[src/rtl/uart_rx_framer.sv]
module uart_rx_framer #(
  parameter int OS = 16
) (
  input  logic       clk,
  input  logic       rst_n,
  input  logic       tick,
  input  logic       rxd,
  input  logic [1:0] cfg_len,
  input  logic       cfg_par_en,
  input  logic       cfg_par_even,
  input  logic       cfg_two_stop,
  output logic       out_valid,
  output logic [7:0] out_data,
  output logic       out_perr,
  output logic       out_ferr,
  output logic       out_brk
);
  localparam int HALF = OS / 2;
  localparam int CW = $clog2(OS + HALF);
  localparam logic [CW-1:0] C_HALF = CW'(HALF - 1);
  localparam logic [CW-1:0] C_FULL = CW'(OS - 1);
  localparam logic [CW-1:0] C_TAIL = CW'(OS + HALF - 1);

  typedef enum logic [2:0] {
    S_IDLE, S_START, S_DATA, S_PAR, S_STOP, S_STOP2, S_RESYNC
  } state_t;

  state_t        st;
  logic [CW-1:0] cnt;
  logic [2:0]    nbit;
  logic [7:0]    shreg;
  logic          pbit;

  logic [2:0] last_bit;
  logic [7:0] aligned;
  logic       at_full;

  assign last_bit = 3'(cfg_len) + 3'd4;
  assign aligned  = shreg >> (3'd7 - last_bit);
  assign at_full  = (cnt == C_FULL);

  always_ff @(posedge clk or negedge rst_n) begin
    if (!rst_n) begin
      st        <= S_IDLE;
      cnt       <= '0;
      nbit      <= '0;
      shreg     <= '0;
      pbit      <= 1'b0;
      out_valid <= 1'b0;
      out_data  <= '0;
      out_perr  <= 1'b0;
      out_ferr  <= 1'b0;
      out_brk   <= 1'b0;
    end else begin
      out_valid <= 1'b0;
      if (tick) begin
        case (st)
          S_IDLE: begin
            if (!rxd) begin
              st  <= S_START;
              cnt <= '0;
            end
          end
          S_START: begin
            if (cnt == C_HALF) begin
              st   <= rxd ? S_IDLE : S_DATA;
              cnt  <= '0;
              nbit <= '0;
              pbit <= 1'b0;
            end else begin
              cnt <= cnt + 1'b1;
            end
          end
          S_DATA: begin
            if (at_full) begin
              cnt   <= '0;
              shreg <= {rxd, shreg[7:1]};
              nbit  <= nbit + 1'b1;
              if (nbit == last_bit) st <= cfg_par_en ? S_PAR : S_STOP;
            end else begin
              cnt <= cnt + 1'b1;
            end
          end
          S_PAR: begin
            if (at_full) begin
              cnt  <= '0;
              pbit <= rxd;
              st   <= S_STOP;
            end else begin
              cnt <= cnt + 1'b1;
            end
          end
          S_STOP: begin
            if (at_full) begin
              cnt       <= '0;
              out_valid <= 1'b1;
              out_data  <= aligned;
              out_perr  <= cfg_par_en & (^aligned ^ pbit ^ ~cfg_par_even);
              out_ferr  <= ~rxd;
              out_brk   <= ~rxd & (aligned == 8'd0) & ~pbit;
              if (!rxd)              st <= S_RESYNC;
              else if (cfg_two_stop) st <= S_STOP2;
              else                   st <= S_IDLE;
            end else begin
              cnt <= cnt + 1'b1;
            end
          end
          S_STOP2: begin
            if (cnt == C_TAIL) st <= S_IDLE;
            else               cnt <= cnt + 1'b1;
          end
          S_RESYNC: begin
            if (!rxd) begin
              st   <= S_DATA;
              cnt  <= CW'(1);
              nbit <= '0;
              pbit <= 1'b0;
            end else begin
              st <= S_IDLE;
            end
          end
          default: st <= S_IDLE;
        endcase
      end
    end
  end
endmodule


[config.mk]
export PLATFORM = sky130hd
export DESIGN_NAME = uart_rx_framer
export DESIGN_NICKNAME = d
export VERILOG_FILES = /design/src/rtl/uart_rx_framer.sv
export SDC_FILE = /design/constraint.sdc
export NUM_CORES = 1
export LEC_CHECK = 0
export BUFFER_PORTS_ARGS = -buffer_cell sky130_fd_sc_hd__buf_2
export CORE_MARGIN = 8
export CORE_UTILIZATION = 30
export DETAILED_ROUTE_END_ITERATION = 10
export GPL_TIMING_DRIVEN = 0
export PLACE_DENSITY = 0.55
export SLEW_MARGIN = 30
export SYNTH_ARGS = -nofsm -noshare
export SYNTH_HDL_FRONTEND = slang
export SYNTH_SLANG_ARGS = --single-unit
[constraint.sdc]
create_clock -name clk -period 4.4 [get_ports clk]
set_input_delay 1.1 -clock clk [delete_from_list [all_inputs] [get_ports clk]]
set_output_delay 1.1 -clock clk [all_outputs]
set_load 0.03 [all_outputs]
==> metrics.yaml <==
status: "finished, final reports clean"
core_area_mm2: 0.006314
gp_congestion: 0.8148
clockBufferDepth: 2
finalMaxSlewViolations: 0
yosysTopAreaCellShare_pct: 41.13
routed_via_density: 5.170
drt_iter0_drc: 119
start_util_pct: 30.84
critPathMaxFanout: 10
tightest_slew_ns: 0.7797
area_growth_pct: 15.36
finalInstanceArea_mm2: 0.002246
crit_required_ns: 4.61
ys_types: 51
synthTopCellsByCount: "nand2_1 (34), dfrtp_1 (32), o21ai_0 (11), o21ai_1 (11), a21oi_1 (10)"
period_share_pct: 61.86
first_pass_iters: 4
slew_headroom_pct: 47.36
grt_antenna_before_repair: 0
end_kind: "flop"
dieArea_mm2: 0.009323
netlist_area_mm2: 0.001947
insertion_delay_ns: 0.28
grt_start_max_net_pins: 33
synth-edff-count: 0
clock_sinks: 32
yosysSeqAreaShare_pct: 41.13
grt_pass1_wl_um: 7734
synth_most_common_cell: "nand2_1"
async_flop_share_pct: 100.0
rrSetupSlack_ns: 2.41
setup_viol: 0
ff2ff_path_depth: 7
cp-endpoint: "out_perr"
wl_per_cell_um: 14.55
worst_hold_path_type: "flop to flop"
grt_usage_pct: 10.59
hold_buffers: 0
placed_area_mm2: 0.002138
synth_ff_type: "dfrtp_1"
htreeDepth: 2
yosysTopAreaCell: "dfrtp_1"
rows: 29
start_kind: "primary input"
root_buffer: "clkbuf_8"
grt-ovfl-total: 0
skew_ns: 0.006917
ios: 21
grt_pass1_vias: 1519
io_buffer_count: 19
arrival_ns: 2.93
fillCellCount: 665
postCtsSetupRepairBufs: 0
dp_hpwl_um: 3300
period_minus_slack_ns: 2.722
fin_nets: 250
p_leak_uw: 0.001055
ys_ff_latch: 32
path_clk_slew_ns: 0.07
fp.dieW_um: 96.56
drt_wl_total_um: 4539
r2r_end: "out_data[1]"
cts_resized: 0
diodes: 0
syn_inst: 208
syn-num-nets: 224
seq_area_um2: 800.8
max_freq_mhz: 367.4
cellPowerDensity_mw_per_mm2: 479.2
rsz0062_at_grt: "no"
crit_path_start: "cfg_len[0]"
multiInputGateArea_mm2: 0.001051
r2r-start: "cnt[0]"
crit_type: "primary input to flop"
irDropWorstVdd_mv: 0.2850
yosysWarnings: 0
tns_ns: 0
final_layout_size_suffix_gt1_share_pct: 17.87
drv_cap: 0
final_hold_viol_count: 0
syn_area_per_cell_um2: 9.360
cts_tree: "built"
drc: 0
dieHeight_um: 96.56
ant_nets: 0
cts_buffers: 5
dr_total_vias: 1613
yosys-top-cells-area: "dfrtp_1 (41%), nand2_1 (6.6%), mux2_1 (5.2%)"
==> per-layer routing <==
| metal | wire length (um) | track usage, % |
|---|---|---|
| met5 | 0 | 0 |
| met4 | 65 | 4.035 |
| met3 | 224 | 2.782 |
| met2 | 1986 | 15.16 |
| met1 | 2263 | 14.78 |
==> report_power, final <==
group	leakage [uW]	total [uW]	internal, uW	switching, uW
registers	0.000436	357	328	29.1
clock network	0.0000552	277	168	109
logic	0.000564	442	174	267
total	0.00106	1080	670	406
==> registers in the layout, summed over array words and instances (netlist names) <==
register and cells:
pbit 1, st 3, nbit 3, out_perr 1
out_brk 1, out_valid 1, cnt 5, out_data 8
shreg 8, out_ferr 1
==> worst min path at each step <==
stage | startpoint | slack, ns | cells past startpoint | endpoint
CTS | out_data[7] | 0.49 | 2 | out_data[7]
floorplan | shreg[0] | 0.46 | 1 | shreg[0]
global route | out_data[7] | 0.52 | 2 | out_data[7]
global placement | out_ferr | 0.47 | 2 | out_ferr
detailed placement | out_data[7] | 0.47 | 2 | out_data[7]
finish | out_data[4] | 0.48 | 2 | out_data[4]
==> cells in the final DEF (no fill, tap or decap), types with 3 or more instances in the layout <==
cell,instances
clkbuf_8,5
nand2_1,34
clkbuf_1,4
mux2_2,3
nor2_1,7
o21ai_1,11
mux2i_1,7
inv_1,6
a21oi_1,10
ha_1,7
mux2_1,9
dfrtp_1,32
buf_2,26
nor3_1,5
o21ai_0,11
o211ai_1,3
xor2_1,3
xnor2_1,5
nand3_1,5
==> critical path, stage by stage <==
cell and delay, ns:
buf_2 0.23, mux2_2 0.39, o21ai_0 0.26, ha_1 0.30
xnor2_1 0.19, xnor2_1 0.15, xnor2_1 0.13, nand2_1 0.06
o21ai_1 0.10
==> cell families after synthesis <==
group	after synthesis	share of synthesized area, %
buf+inv	21	4.884
fa+ha+maj	7	4.499
xor+xnor	8	3.599
compound gates	56	19.22
flops	32	41.13
simple gates	65	16.13
mux	19	10.54
==> stage by stage <==
step | setup slack, ns | std cells | total power (uW) | hold slack [ns] | util (%)
floorplan | 1.579 | 208 | 694.3 | 0.4640 | -
global placement | 1.382 | 304 | 793.9 | 0.4672 | 33.87
detailed placement | 1.407 | 304 | 793.7 | 0.4722 | 33.87
CTS | 1.707 | 312 | 1080 | 0.4878 | 35.57
global route | 1.564 | 312 | 1161 | 0.5156 | 35.57
finish | 1.678 | 312 | 1076 | 0.4803 | 35.57
==> final cells by class <==
type	count	area share (%)
Sequential cell	32	35.65
Buffer	13	2.897
Clock buffer	6	3.231
Timing Repair Buffer	19	4.234
Inverter	8	1.337
Clock inverter	2	1.560
Tap cell	77	4.290
Multi-Input combinational cell	155	46.80
Note: power is estimated with default switching activity, not from simulation.
